[config.mk]
export PLATFORM = sky130hd
export DESIGN_NAME = flow_probe_ctrl
export DESIGN_NICKNAME = d
export VERILOG_FILES = /design/src/rtl/flow_probe_pkg.sv /design/src/rtl/flow_key_cmp.sv /design/src/rtl/flow_probe_slot.sv /design/src/rtl/flow_probe_skid.sv /design/src/rtl/flow_probe_ctrl.sv
export SDC_FILE = /design/constraint.sdc
export NUM_CORES = 1
export LEC_CHECK = 0
export BUFFER_PORTS_ARGS = -buffer_cell sky130_fd_sc_hd__buf_2
export CORE_AREA = 5 5 242 244
export DETAILED_ROUTE_END_ITERATION = 16
export DIE_AREA = 0 0 247 249
export GPL_ROUTABILITY_DRIVEN = 0
export HOLD_SLACK_MARGIN = 0.02
export SLEW_MARGIN = 20
export SYNTH_ARGS = -nofsm -noshare
export SYNTH_HDL_FRONTEND = slang
export SYNTH_SLANG_ARGS = --single-unit
[constraint.sdc]
create_clock -name clk -period 2.7 [get_ports clk]
set_input_delay 0.135 -clock clk [delete_from_list [all_inputs] [get_ports clk]]
set_output_delay 0.135 -clock clk [all_outputs]
set_load 0.01 [all_outputs]
[src/rtl/flow_probe_pkg.sv]
package flow_probe_pkg;

  typedef struct packed {
    logic [127:0] src_addr;
    logic [127:0] dst_addr;
    logic [15:0]  src_port;
    logic [15:0]  dst_port;
    logic [7:0]   proto;
  } flow_key_t;

  localparam int KEY_W = $bits(flow_key_t);

  typedef enum logic [1:0] {
    ST_OK     = 2'd0,
    ST_EXISTS = 2'd1,
    ST_RANGE  = 2'd2
  } probe_status_e;

  typedef enum logic [1:0] {
    PS_IDLE = 2'd0,
    PS_WAIT = 2'd1,
    PS_CMP  = 2'd2
  } probe_state_e;

  localparam logic OP_INSERT = 1'b0;
  localparam logic OP_FIND   = 1'b1;

endpackage

[src/rtl/flow_key_cmp.sv]
module flow_key_cmp
  import flow_probe_pkg::*;
(
  input  flow_key_t a,
  input  flow_key_t b,
  output logic      match
);
  localparam int N_FIELDS = 5;
  logic [N_FIELDS-1:0] field_eq;

  // every field has its own comparator; all must agree
  always_comb begin
    field_eq[0] = (a.src_addr == b.src_addr);
    field_eq[1] = (a.dst_addr == b.dst_addr);
    field_eq[2] = (a.src_port == b.src_port);
    field_eq[3] = (a.dst_port == b.dst_port);
    field_eq[4] = (a.proto    == b.proto);
  end

  assign match = &field_eq;
endmodule

[src/rtl/flow_probe_slot.sv]
module flow_probe_slot #(
  parameter int ENTRIES = 16,
  parameter int HASH_W  = 6,
  parameter int CNT_W   = 5
) (
  input  logic [HASH_W-1:0]          base,
  input  logic [CNT_W-1:0]           cnt,
  output logic [$clog2(ENTRIES)-1:0] slot
);
  localparam int IDX_W = $clog2(ENTRIES);
  localparam int SUM_W = ((HASH_W > CNT_W) ? HASH_W : CNT_W) + 1;

  logic [SUM_W-1:0] sum;
  logic [SUM_W-1:0] wrapped;

  // wrap by masking once the sum leaves the table
  always_comb begin
    sum     = SUM_W'(base) + SUM_W'(cnt);
    wrapped = (sum >= SUM_W'(ENTRIES)) ? (sum & SUM_W'(ENTRIES - 1)) : sum;
    slot    = wrapped[IDX_W-1:0];
  end
endmodule

[src/rtl/flow_probe_skid.sv]
module flow_probe_skid #(
  parameter int MAX_SKID = 16,
  parameter int CFG_W    = 5
) (
  input  logic             clk,
  input  logic             rst,
  input  logic             we,
  input  logic             busy,
  input  logic [CFG_W-1:0] val,
  output logic [CFG_W-1:0] skid_q
);
  logic [CFG_W-1:0] clamped;

  always_comb begin
    if (val == '0)                       clamped = CFG_W'(1);
    else if (val > CFG_W'(MAX_SKID))     clamped = CFG_W'(MAX_SKID);
    else                                 clamped = val;
  end

  always_ff @(posedge clk) begin
    if (rst)             skid_q <= CFG_W'(MAX_SKID);
    else if (we && !busy) skid_q <= clamped;
  end

  assert_skid_range_R9: assert property (@(posedge clk) disable iff (rst)
    (skid_q >= CFG_W'(1)) && (skid_q <= CFG_W'(MAX_SKID)));

  assert_skid_hold_R9: assert property (@(posedge clk) disable iff (rst)
    busy |=> $stable(skid_q));
endmodule

[src/rtl/flow_probe_ctrl.sv]
module flow_probe_ctrl
  import flow_probe_pkg::*;
#(
  parameter int ENTRIES  = 16,
  parameter int HASH_W   = 6,
  parameter int MAX_SKID = 16,
  localparam int IDX_W   = $clog2(ENTRIES),
  localparam int CFG_W   = $clog2(MAX_SKID + 1)
) (
  input  logic              clk,
  input  logic              rst,
  input  logic              cfg_we,
  input  logic [CFG_W-1:0]  cfg_skid,
  input  logic              req_valid,
  input  logic              req_op,
  input  logic [HASH_W-1:0] req_hash,
  input  logic [KEY_W-1:0]  req_key,
  output logic              busy,
  output logic              ram_rd_en,
  output logic [IDX_W-1:0]  ram_rd_addr,
  input  logic              ram_rd_valid,
  input  logic [KEY_W-1:0]  ram_rd_key,
  output logic              done,
  output logic [1:0]        done_status,
  output logic [IDX_W-1:0]  done_index
);
  probe_state_e      state;
  logic              op_q;
  logic [HASH_W-1:0] hash_q;
  flow_key_t         key_q;
  logic [CFG_W-1:0]  probe_q;
  logic [CFG_W-1:0]  skid_q;

  logic [HASH_W-1:0] slot_base;
  logic [CFG_W-1:0]  slot_cnt;
  logic [IDX_W-1:0]  next_slot;
  logic              key_match;
  logic              hit;
  logic              last_probe;
  probe_status_e     hit_status;

  assign busy = (state != PS_IDLE);

  flow_probe_skid #(.MAX_SKID(MAX_SKID), .CFG_W(CFG_W)) u_skid (
    .clk(clk), .rst(rst), .we(cfg_we), .busy(busy),
    .val(cfg_skid), .skid_q(skid_q)
  );

  // first probe uses the request directly, later probes the latched hash
  always_comb begin
    slot_base = busy ? hash_q : req_hash;
    slot_cnt  = busy ? (probe_q + CFG_W'(1)) : '0;
  end

  flow_probe_slot #(.ENTRIES(ENTRIES), .HASH_W(HASH_W), .CNT_W(CFG_W)) u_slot (
    .base(slot_base), .cnt(slot_cnt), .slot(next_slot)
  );

  flow_key_cmp u_cmp (.a(key_q), .b(flow_key_t'(ram_rd_key)), .match(key_match));

  // insert ends on a hole or a duplicate; R4/R5: find ends only on an occupied match
  always_comb begin
    if (op_q == OP_INSERT) begin
      hit        = !ram_rd_valid || key_match;
      hit_status = ram_rd_valid ? ST_EXISTS : ST_OK;
    end else begin
      hit        = ram_rd_valid && key_match;
      hit_status = ST_OK;
    end
    last_probe = (probe_q == (skid_q - CFG_W'(1)));
  end

  always_ff @(posedge clk) begin
    if (rst) begin
      state       <= PS_IDLE;
      op_q        <= OP_INSERT;
      hash_q      <= '0;
      key_q       <= '0;
      probe_q     <= '0;
      ram_rd_en   <= 1'b0;
      ram_rd_addr <= '0;
      done        <= 1'b0;
      done_status <= ST_OK;
      done_index  <= '0;
    end else begin
      ram_rd_en <= 1'b0;
      done      <= 1'b0;
      unique case (state)
        PS_IDLE: if (req_valid) begin
          op_q        <= req_op;
          hash_q      <= req_hash;
          key_q       <= flow_key_t'(req_key);
          probe_q     <= '0;
          ram_rd_en   <= 1'b1;
          ram_rd_addr <= next_slot;
          state       <= PS_WAIT;
        end
        PS_WAIT: state <= PS_CMP;
        PS_CMP: begin
          if (hit || last_probe) begin
            done        <= 1'b1;
            done_status <= hit ? hit_status : ST_RANGE;
            done_index  <= ram_rd_addr;
            state       <= PS_IDLE;
          end else begin
            probe_q     <= probe_q + CFG_W'(1);
            ram_rd_en   <= 1'b1;
            ram_rd_addr <= next_slot;
            state       <= PS_WAIT;
          end
        end
        default: state <= PS_IDLE;
      endcase
    end
  end

  assert_done_pulse_R8: assert property (@(posedge clk) disable iff (rst)
    done |=> !done);

  assert_done_idle_R8: assert property (@(posedge clk) disable iff (rst)
    done |-> !busy);

  assert_accept_R8: assert property (@(posedge clk) disable iff (rst)
    $rose(busy) |-> $past(req_valid));

  assert_read_in_op_R1: assert property (@(posedge clk) disable iff (rst)
    ram_rd_en |-> busy);

  assert_probe_bound_R6: assert property (@(posedge clk) disable iff (rst)
    busy |-> (probe_q < skid_q));

  assert_status_legal_R6: assert property (@(posedge clk) disable iff (rst)
    done |-> (done_status != 2'd3));
endmodule

=== After elaboration in Yosys (flattened, before gate mapping) ===
Cells that the tools add are included.

* Add/sub/neg operators: 3
* $mul: 0
* Div/mod/pow operators: 0
* Order comparisons: 1
* Equal/unequal tests: 10
* Shift-type cells: 0
* Multiplexer cells: 21
* Bitwise logic cells: 1
* Reductions and logical operators: 15

{| class="wikitable"
|+ Operator list
! cell !! count
|-
| $eq 128x128->1 || 2
|-
| $eq 16x16->1 || 2
|-
| $mux 5 || 4
|-
| $mux 4 || 4
|-
| $pmux 5 s2 || 1
|-
| $eq 8x8->1 || 1
|-
| $pmux 4 s2 || 1
|-
| $mux 1 || 7
|-
| $pmux 2 s3 || 1
|-
| $add 5x1->5 const B || 1
|-
| $eq 5x5->1 || 1
|-
| $gt 5x5->1 const B || 1
|-
| $logic_not 5->1 || 1
|-
| $reduce_and 5->1 || 1
|-
| $sub 5x1->5 const B || 1
|-
| $add 4x4->4 || 1
|-
| $mux 2 || 2
|-
| $ne 2x2->1 const B || 2
|-
| $reduce_and 2->1 || 2
|-
| $reduce_bool 2->1 || 2
|-
| $reduce_and 3->1 || 1
|-
| $eq 2x1->1 const B || 1
|-
| $eq 2x2->1 const B || 1
|-
| $logic_and 1x1->1 || 2
|-
| other kinds (6) || 8
|}

* Bits in registers: 325
* Bits in latches: 0
* RAM bits: 0
* Memory bits (read-only): 0
* Input port bits: 609
* Memories kept: 0

=== Longest topological paths before layout ===
Gate-level depths: netlist of the first run.

* Depth in word-level cells: 7
* Depth in mapped cells: 11
* Depth with buffers taken out: 10

=== Cells and area by module ===
From an unflattened synthesis of the first run, not the netlist that was laid out.

* Cells, all modules: 1,868
* Area, all modules: 14,890.5 sq um

{| class="wikitable"
|+ Modules (own cells, without submodules)
! module !! instances !! cells each !! area each (sq um)
|-
| flow_probe_ctrl || 1 || 1,438 || 11,362.1
|-
| flow_key_cmp || 1 || 397 || 3,231.8
|-
| flow_probe_skid || 1 || 24 || 196.4
|-
| flow_probe_slot || 1 || 9 || 100.1
|}

=== Worst setup path before layout of the first run ===
Ideal clock, no wire load.

* Path type: register to register
* From: register key_q[183] (netlist bit)
* To: register ram_rd_addr[1]
* Setup time: 123 ps
* Arrival: 2,350 ps
* Path slack: 227 ps
* Cell stages (with the launch flop): 9
* Period minus slack after synthesis: 2,473 ps
* Cell sequence: dfxtp_1 > nor2b_2 > a2111o_1 > a2111oi_2 > nand4_1 > nor4_4 > nand4_4 > a21oi_4 > mux2_1

* Longest elaborated chain between the ends: 7
* Elaborated cells on any way between the ends: 8
* Those cells by class: eq/ne (2); mux (1); reduce/logical (5)

{| class="wikitable"
|+ Ends and longest elaborated chain
! item !! line !! RTL
|-
| start: declaration || flow_probe_ctrl.sv:30 || <nowiki>flow_key_t key_q;</nowiki>
|-
| start signal: assignment || flow_probe_ctrl.sv:92 || <nowiki>key_q <= flow_key_t'(req_key);</nowiki>
|-
| $eq 128x128->1 * || flow_key_cmp.sv:13 || <nowiki>field_eq[0] = (a.src_addr == b.src_addr);</nowiki>
|-
| $reduce_and 5->1 * || flow_key_cmp.sv:20 || <nowiki>assign match = &field_eq;</nowiki>
|-
| $logic_or 1x1->1 / $logic_and 1x1->1 (equally long branches) || flow_probe_ctrl.sv:64, flow_probe_ctrl.sv:67 ||
|-
| $mux 1 * || flow_probe_ctrl.sv:63 || <nowiki>if (op_q == OP_INSERT) begin</nowiki>
|-
| $logic_or 1x1->1 * || flow_probe_ctrl.sv:100 || <nowiki>if (hit || last_probe) begin</nowiki>
|-
| $ne 2x2->1 (no line) * || n/a ||
|-
| $reduce_and 3->1 (no line) * || n/a ||
|-
| end signal: assignment || flow_probe_ctrl.sv:95 || <nowiki>ram_rd_addr <= next_slot;</nowiki>
|-
| end signal: assignment || flow_probe_ctrl.sv:108 || <nowiki>ram_rd_addr <= next_slot;</nowiki>
|-
| end: declaration || flow_probe_ctrl.sv:20 || <nowiki>output logic [IDX_W-1:0] ram_rd_addr,</nowiki>
|}

Mark *: on every way between the ends. The rest lies on a longest branch, timed or not.
A chain may end at the register's enable or synchronous reset.

=== Worst setup path after layout of the first run ===
* From: register key_q[18] (netlist bit)
* To: register done_index[1]

* Longest elaborated chain between the ends: 6
* Elaborated cells on any way between the ends: 7
* Those cells by class: eq/ne (1); mux (1); reduce/logical (5)

{| class="wikitable"
|+ Ends and longest elaborated chain
! item !! line !! RTL
|-
| $eq 16x16->1 * || flow_key_cmp.sv:16 || <nowiki>field_eq[3] = (a.dst_port == b.dst_port);</nowiki>
|-
| $reduce_and 5->1 * || flow_key_cmp.sv:20 ||
|-
| $logic_or 1x1->1 / $logic_and 1x1->1 (equally long branches) || flow_probe_ctrl.sv:64, flow_probe_ctrl.sv:67 ||
|-
| $mux 1 * || flow_probe_ctrl.sv:63 ||
|-
| $logic_or 1x1->1 * || flow_probe_ctrl.sv:100 ||
|-
| $reduce_and 2->1 (no line) * || n/a ||
|-
| end signal: assignment || flow_probe_ctrl.sv:103 || <nowiki>done_index <= ram_rd_addr;</nowiki>
|-
| end: declaration || flow_probe_ctrl.sv:25 || <nowiki>output logic [IDX_W-1:0] done_index</nowiki>
|}

Marked as above.

==> metrics.txt, run 1 <==
input/output buffers 619; Worst slew margin 51.9%; Gate Count Post-Synth 2,105; Num CTS Buffers 42; die area between 60,000 and 70,000 µm²; Tmin final 2.70 ns; CTS Root Cell clkbuf_16; Yosys Warn Count 0; Avg Vias per Cell 4.88; Area Overhead vs Synth 62.4%; Remaining Overflow, GRT 0; clock skew 0.0162 ns; htree depth 2; DRC violations left 0; actual slew at the worst max-slew pin 0.719 ns; RSZ-0062 raised after global routing yes; Post-Syn Area roughly 16,000 µm²; register bit total from synthesis 325; die height 249 µm; initial antenna violation count 98; largest net degree at the start of global routing 90; ys async rst share 0%; total global-route track usage between 20 and 30%; Critical Path Fanout Max 3; Worst-path clk slew ~0.060 ns; CTS Buffer Depth 3; critical path class flop to flop; cell total after placement 3,513; Area after DPL 20,800 µm²; fin cells between 3,000 and 4,000; DP Worst Slack -0.419 ns; post-route ant nets 0; CP endpoint kind flop; commonest non-fill, non-tap cell in the layout nand2_1; Final setup viols 0; # clock sinks 325; Worst Path Arrival ~3.2 ns; Max Freq roughly 370 MHz; Ports 622; Clock Latency Late Sink 0.59 ns; Total Nets Final 3,731; first-pass GRT wire length 132,000 µm; outcome completed; most frequent cells in the layout 626 x nand2_1, 618 x buf_2, 315 x dfxtp_1; initial cell density of the core 28.4%; synthesized area per cell 7.56 µm²; final hold vios 0; CTS tree yes; register area share after synthesis just over 40%; Avg WL per Cell 24.0 µm; final wirelength 95,100 µm; Distinct cells, synth between 50 and 60; EDFF count, synth 0; core footprint 56,100 µm²; Critical Path RT 3.18 ns; Finished Cell Area about 26,000 µm²; Total Power 14.2 mW; vias in the first global route 19,400; Pre-antenna DRT Iters 5; via count 19,300; Synthesized Nets 2,720; CP Launch Type flop; Initial DRC Count 1,444; # rows 87; Leak 11.2 nW; final period utilization 99.9%; Die X-Extent 247 µm; final setup slack of the worst path 0.00196 ns; Slew Viols, Final 0; fraction of layout cells with a size suffix above 1 between 20 and 30%; Detailed Place HPWL slightly below 80,000 µm; max_cap viols 0; Synth Flop Type dfxtp_1; worst hold-check path type input port to flop; P per Cell Area 551 nW/µm²; Peak supply drop 449 µV
==> worst max-delay path, stage by stage, from the launching register on <==
cell and delay, ns:
dfxtp_1 0.31, xnor2_1 0.16, buf_4 0.16, nand4_1 0.08, buf_4 0.18, nor4_2 0.15
buf_4 0.19, nand4_1 0.15, nor4_4 0.27, buf_4 0.16, nand4_4 0.16, a31o_4 0.32
mux2_4 0.29
==> per-layer routing <==
metal  global-route usage (%)  vias up  part of all wire (%)
met5                        0        -                  0.50
li1                         -     9154                     -
met3                     10.7      279                   9.9
met2                     48.3      853                    45
met4                     11.4       74                   4.7
met1                     35.1     8950                    40
==> worst paths after layout <==
path / start / to / slack, ns / cells past startpoint
worst max-delay path: key_q[18] / done_index[1] / 0.002 / 12
worst min register to register: key_q[198] / key_q[198] / 0.45 / 2
worst max register to register: key_q[18] / done_index[1] / 0.002 / 12
worst min-delay path: rst / key_q[294] / 0.02 / 2
==> state kept, by name, summed over array words and instances, names as in the netlist <==
name	cells
done	1
done_index	4
done_status	2
hash_q	4
key_q	296
op_q	1
probe_q	5
ram_rd_addr	4
ram_rd_en	1
state	2
u_skid.skid_q	5
==> stage by stage <==
step	setup TNS, ns	util [%]	hold WS, ns
floorplan	0	-	0.271
global placement	-9.07	37.1	0.377
detailed placement	-5.47	37.1	0.380
CTS	-0.0301	45.6	0.0200
global route	-1.17	46.0	0.0565
finish	0	46.1	0.0180
==> where the power goes <==
group / internal (mW) / switching, mW / leakage [nW]
combinational: 1.43 / 1.62 / 7.79
sequential: 5.11 / 0.219 / 2.67
clock: 3.54 / 2.32 / 0.696
==> synthesized netlist by cell type, drive strengths merged (6+ instances only) <==
cell type,n,share of area (%)
a2111o,8,0.57
a2111oi,8,0.48
a21oi,315,10
buf,9,0.22
clkbuf,97,2.3
dfxtp,325,41
inv,79,1.9
mux2,6,0.47
mux2i,7,0.44
nand2,627,15
nand2b,136,5.3
nand3,10,0.31
nand4,88,3.6
nor2,24,0.57
nor2b,52,2.1
nor3,11,0.35
nor4,44,1.9
o2111ai,17,0.94
o22ai,20,0.79
xnor2,98,5.4
xor2,68,3.7
==> logic make-up after synthesis <==
logic type / after synthesis / synth area share, %
AND/OR/NAND/NOR: 1012 / 29.9
buffers and inverters: 185 / 4.37
AO/OA/AOI/OAI: 398 / 14.3
XOR/XNOR: 166 / 9.14
adder cells (fa/ha/maj): 6 / 0.519
multiplexers: 13 / 0.912
flip-flops: 325 / 40.9
==> cell type report <==
type | count | area [µm²]
inverters | 79 | 297
multi-input cells | 1595 | 9040
flip-flops and latches | 325 | 6520
repair buffers | 1073 | 7480
clock inverters | 8 | 95.1
clock buffers | 66 | 1330
fillers | 5710 | 30200
diodes | 58 | 145
well taps | 756 | 946
==> repair_timing <==
item / CTS / global route
resized for setup: 25 / 33
hold buffers: 313 / 0
pin swaps: 11 / 21
endpoints found under the hold margin: 306 / 0
setup endpoints to repair: 18 / 17
setup buffers: 1 / 2
No activity file was read; power rests on OpenSTA's default activity.
==> run 2, diff against run 1 <==
--- a/config.mk
+++ b/config.mk
@@ -5,7 +5,7 @@
 export SDC_FILE = /design/constraint.sdc
 export NUM_CORES = 1
 export LEC_CHECK = 0
-export BUFFER_PORTS_ARGS = -buffer_cell sky130_fd_sc_hd__buf_2
+export BUFFER_PORTS_ARGS = -buffer_cell sky130_fd_sc_hd__clkbuf_2
 export CORE_AREA = 5 5 242 244
 export DETAILED_ROUTE_END_ITERATION = 16
 export DIE_AREA = 0 0 247 249
==> run 2 against run 1 <==
The run now ends with setup timing left. Design area fell by 0.91%. Clock skew fell by 0.0024 ns. Die area did not move. Hold slack improved by 0.060 ns. Worst setup slack got worse by 0.075 ns. Combinational power fell by 2%. Register-to-register slack got worse by 0.08 ns. Highest routed layer unchanged.
==> metrics.txt, run 2 (synthesis results as in run 1) <==
die area 61,500 µm²; Hold Crit Depth 4; commonest non-fill, non-tap cell in the layout nand2_1; CP Launch Type flop; fraction of layout cells with a size suffix above 1 27.5%; outcome finished, violations left; Regs by FF count key_q (296), probe_q (5), u_skid.skid_q (5); Final setup viols 8; vias in the first global route 19,300; Fill cells between 5,000 and 6,000; Worst slew margin 53.2%; CP endpoint kind flop; Area after DPL 20,700 µm²; Worst Path Arrival 3.23 ns; CTS Buffer Depth 3; total global-route track usage 29.3%; Total Power 14.2 mW; Leak 11.2 nW; Remaining Overflow, GRT 0; die height 249 µm; Ports 622; DRC violations left 0; Critical Path Fanout Max 3; # rows 87; reg2reg setup slack -0.07 ns; final hold vios 0; reg2reg end done_index[1]; Initial DRC Count 1,450; initial cell density of the core 28.4%; FF+latch area 6510 µm²; initial antenna violation count 85; highest routed layer met5; input/output buffers 619; Avg WL per Cell 23.9 µm; final period utilization 103%; WHS 0.0779 ns; Total Nets Final roughly 3,700; critical path class flop to flop; final wirelength 94,200 µm; Reg2Reg Launch Point key_q[75]; Worst Hold Launch req_valid; post-route ant nets 0; Pre-antenna DRT Iters 5; met2 WL ~42,000 µm; met3 wire length 9400 µm; Finished Cell Area roughly 26,000 µm²; most frequent cells in the layout 626 x nand2_1, 618 x clkbuf_2, 324 x dfxtp_1; most flop-heavy register key_q; Detailed Place HPWL 76,300 µm; Clock Latency Late Sink 0.58 ns; Die X-Extent 247 µm; setup TNS -0.273 ns; Multi-input gate area 8940 µm²; actual slew at the worst max-slew pin about 0.7 ns; CTS tree yes; Hold EP key_q[219]; worst hold-check path type input port to flop; Avg Vias per Cell roughly 5; reg2reg path depth 9; Critical Path RT approximately 3.2 ns; core footprint approximately 56,000 µm²; clock skew 0.0137 ns; via count 19,300; first-pass GRT wire length approximately 130,000 µm; Worst-path clk slew 0.06 ns; P per Cell Area 555 nW/µm²; htree depth 2; Max Freq 361 MHz; Largest register FFs 296; max_cap viols 0; largest net degree at the start of global routing 90; Peak supply drop 390 µV; Met1 Wirelength 37,000 µm; failing checks setup timing; # clock sinks 325; Num CTS Buffers between 40 and 50; CTS Root Cell clkbuf_16; RSZ-0062 raised after global routing yes; Slew Viols, Final 0; Tmin final 2.77 ns; final setup slack of the worst path -0.0732 ns; Area Overhead vs Synth 60.9%
run 2: cell count changes in the layout (fill, tap and decap cells not counted), sizes merged:
| cell | before | now |
|---|---|---|
| buf | 760 | 132 |
| clkbuf | 66 | 678 |
| diode | 58 | 53 |
| bufinv | 2 | 4 |
| clkinvlp | 2 | 4 |
| clkinv | 4 | 5 |
| inv | 79 | 80 |
run 2: area by class of cell:
cell class,count,share of cell area (%)
Clock inverter,14,0.718
Sequential cell,325,25.4
Antenna cell,53,0.518
Multi-Input combinational cell,1595,34.9
Inverter,79,1.16
Clock buffer,60,4.84
Timing Repair Buffer,1063,28.7
Tap cell,756,3.69
run 2: worst max path at each step:
| stage | startpoint | end | slack, ns |
|---|---|---|---|
| after detailed placement | key_q[256] | probe_q[2] | -0.31 |
| after global routing | key_q[175] | done_index[2] | -0.18 |
| after global placement | key_q[28] | probe_q[2] | -0.73 |
| after floorplan | key_q[183] | ram_rd_addr[1] | 0.23 |
| after CTS | key_q[61] | done_index[1] | -0.08 |
| final | key_q[75] | done_index[1] | -0.07 |
run 2: worst max-delay path, stage by stage (launching register included):
cell	delay (ns)
dfxtp_1	0.31
nor2b_1	0.16
a2111oi_2	0.45
nand4_1	0.26
nor4_1	0.31
buf_4	0.17
and3_1	0.20
nand4_4	0.19
a31o_4	0.32
mux2_4	0.29
run 2: metal layers:
layer | vias up | track usage (%)
li1 | 9128 | -
met1 | 8937 | 35.2
met2 | 889 | 47.0
met4 | 66 | 13.0
met3 | 269 | 10.4
met5 | - | 0
run 2: through the flow:
stage / std cells / setup WS [ns] / util, %
6_report: 3945 / -0.0732 / 45.7
5_1_grt: 3924 / -0.181 / 45.6
4_1_cts: 3890 / -0.0769 / 45.3
3_5_place_dp: 3503 / -0.309 / 36.9
3_3_place_gp: 3503 / -0.735 / 36.9
2_1_floorplan: 2105 / 0.227 / -
run 2: power by group:
group	switching (mW)	total, mW	leakage (nW)	internal [mW]
combinational	1.61	3.00	7.80	1.39
sequential	0.212	5.32	2.67	5.10
clock	2.32	5.88	0.692	3.56
total	4.14	14.2	11.2	10.1
run 2: what timing repair did:
| item | CTS | global route |
|---|---|---|
| endpoints found under the hold margin | 308 | 0 |
| pin swaps | 8 | 3 |
| gates resized for setup | 24 | 16 |
| setup endpoints to repair | 18 | 18 |
| setup buffers | 0 | 2 |
| hold buffers | 313 | 0 |
==> run 3, diff against run 2 <==
--- a/config.mk
+++ b/config.mk
@@ -11,6 +11,7 @@
 export DIE_AREA = 0 0 247 249
 export GPL_ROUTABILITY_DRIVEN = 0
 export HOLD_SLACK_MARGIN = 0.02
+export SKIP_CTS_REPAIR_TIMING = 1
 export SLEW_MARGIN = 20
 export SYNTH_ARGS = -nofsm -noshare
 export SYNTH_HDL_FRONTEND = slang
==> run 3 against run 2 <==
The flow still finishes with violations (setup timing). Clock power hardly changed. Routed wire length hardly changed. Register-to-register slack lost 0.06 ns. Largest cell class unchanged. Highest routed layer unchanged.
==> metrics.txt, run 3 (synthesis results as in run 1) <==
Fill cells 5,758; die area 61,500 µm²; Initial DRC Count around 1,600; via count around 19,000; vias in the first global route 17,300; actual slew at the worst max-slew pin just over 0.7 ns; WP buf/inv 2; Leak 11.1 nW; post-route ant nets 0; Area Overhead vs Synth 60.3%; Tmin final 2.83 ns; final period utilization 105%; WHS 0.0301 ns; Pre-antenna DRT Iters 5; Critical Path RT 3.16 ns; fraction of layout cells with a size suffix above 1 27.5%; # clock sinks around 330; Largest register FFs 296; Die X-Extent 247 µm; CP most frequent cell buf_4; Remaining Overflow, GRT 0; P per Cell Area 557 nW/µm²; core footprint 56,100 µm²; Detailed Place HPWL around 76,000 µm; Avg WL per Cell 24.0 µm; Num CTS Buffers 41; # rows 87; Slowest Stage Delay on Critical Path between 0.4 and 0.5 ns; largest net degree at the start of global routing 90; htree depth 2; die height 249 µm; worst hold-check path type input port to flop; Total Nets Final between 3,000 and 4,000; total global-route track usage ~28%; max_cap viols 0; CTS Buffer Depth 3; CTS Root Cell clkbuf_16; worst setup path start key_q[109]; Largest delay share family, worst path simple AND/OR/NAND/NOR gates; final setup slack of the worst path -0.132 ns; Total Power between 10 and 15 mW; final wirelength 94,200 µm; most flop-heavy register key_q; Worst-path clk slew 0.06 ns; Worst Path Arrival 3.29 ns; Worst Hold Launch rst; CTS tree yes; initial cell density of the core 28.4%; Regs by FF count key_q (296), probe_q (5), u_skid.skid_q (5); most frequent cells in the layout 626 x nand2_1, 618 x clkbuf_2, 324 x dfxtp_1; Avg Vias per Cell 4.90; Final setup viols 12; Peak supply drop 387 µV; failing checks setup timing; Ports 622; commonest non-fill, non-tap cell in the layout nand2_1; RSZ-0062 raised after global routing yes; initial antenna violation count 67; CP endpoint kind flop; setup TNS -0.841 ns; Slew Viols, Final 0; slowest CP cell a2111oi_1; Critical Path Fanout Max 3; Reg2Reg Launch Point key_q[109]; DRC violations left 0; Clock Latency Late Sink 0.57 ns; outcome finished, violations left; input/output buffers approximately 620; final hold vios 0; CP Launch Type flop; Max Freq 353 MHz; first-pass GRT wire length around 120,000 µm; ordered cell list for the critical path nor2b_1 > a2111oi_1 > buf_4 > nand4_1 > nor4_1 > buf_4 > and3_1 > nand4_4 > a31o_4 > mux2_4; clock skew between 0.009 and 0.01 ns; Worst slew margin 51.9%; critical path class flop to flop
run 3: changes by cell type in the layout (fill, tap and decap cells not counted):
cell           previous run  this run
nor4_2                    5         7
xnor2_2                   8         7
nor4_4                    6         5
diode_2                  53        37
dlygate4sd3_1           313       308
or4_4                     1         0
nor4_1                   33        32
xnor2_1                  90        91
or4_1                     0         1
run 3: stage by stage:
step                      cell area (µm²)  setup slack (ns)  util (%)  instances
after floorplan                     15900             0.227         -       2105
after global placement              20700            -0.735      36.9       3503
after global routing                25500            -0.195      45.4       3903
after detailed placement            20700            -0.309      36.9       3503
after CTS                           22100            -0.325      39.4       3577
final                               25500            -0.132      45.5       3924
run 3: path summary, 6_finish.rpt:
kind | to | slack (ns) | depth (start not counted)
setup / recovery | done_index[1] | -0.13 | 10
hold / removal | key_q[243] | 0.03 | 2
setup reg to reg | done_index[1] | -0.13 | 10
hold reg to reg | key_q[17] | 0.46 | 2
run 3: worst reg2reg max path: cells and delay by family (launching register included):
family | cells | cell delay [ns]
AOI/OAI and AO/OA | 2 | 0.74
buffers and inverters | 2 | 0.38
DFF | 1 | 0.31
muxes | 1 | 0.29
and+or+nand+nor | 5 | 1.00
run 3: routing by layer:
metal	vias to the layer above	global-route usage (%)	part of all wire [%]	wire length [µm]
met4	64	11.8	4.6	4330
met1	8881	33.8	40	37400
met3	275	12.0	9.7	9150
li1	9101	-	-	-
met2	919	44.8	46	42900
met5	-	0	0.44	414
run 3: layout make-up:
cell class                      count  area [µm²]  share of cell area [%]
Tap cell                          756         946                    3.71
Sequential cell                   325        6510                    25.5
Clock inverter                     14         184                   0.721
Antenna cell                       37        92.6                   0.363
Inverter                           79         297                    1.16
Clock buffer                       60        1240                    4.86
Timing Repair Buffer             1058        7310                    28.7
Multi-Input combinational cell   1595        8930                    35.0
run 3: report_power, final:
group	switching (mW)	total, mW	leakage [nW]	internal [mW]
Clock	2.33	5.89	0.691	3.56
Sequential	0.213	5.32	2.67	5.10
Combinational	1.61	2.99	7.77	1.38
Total	4.14	14.2	11.1	10.1
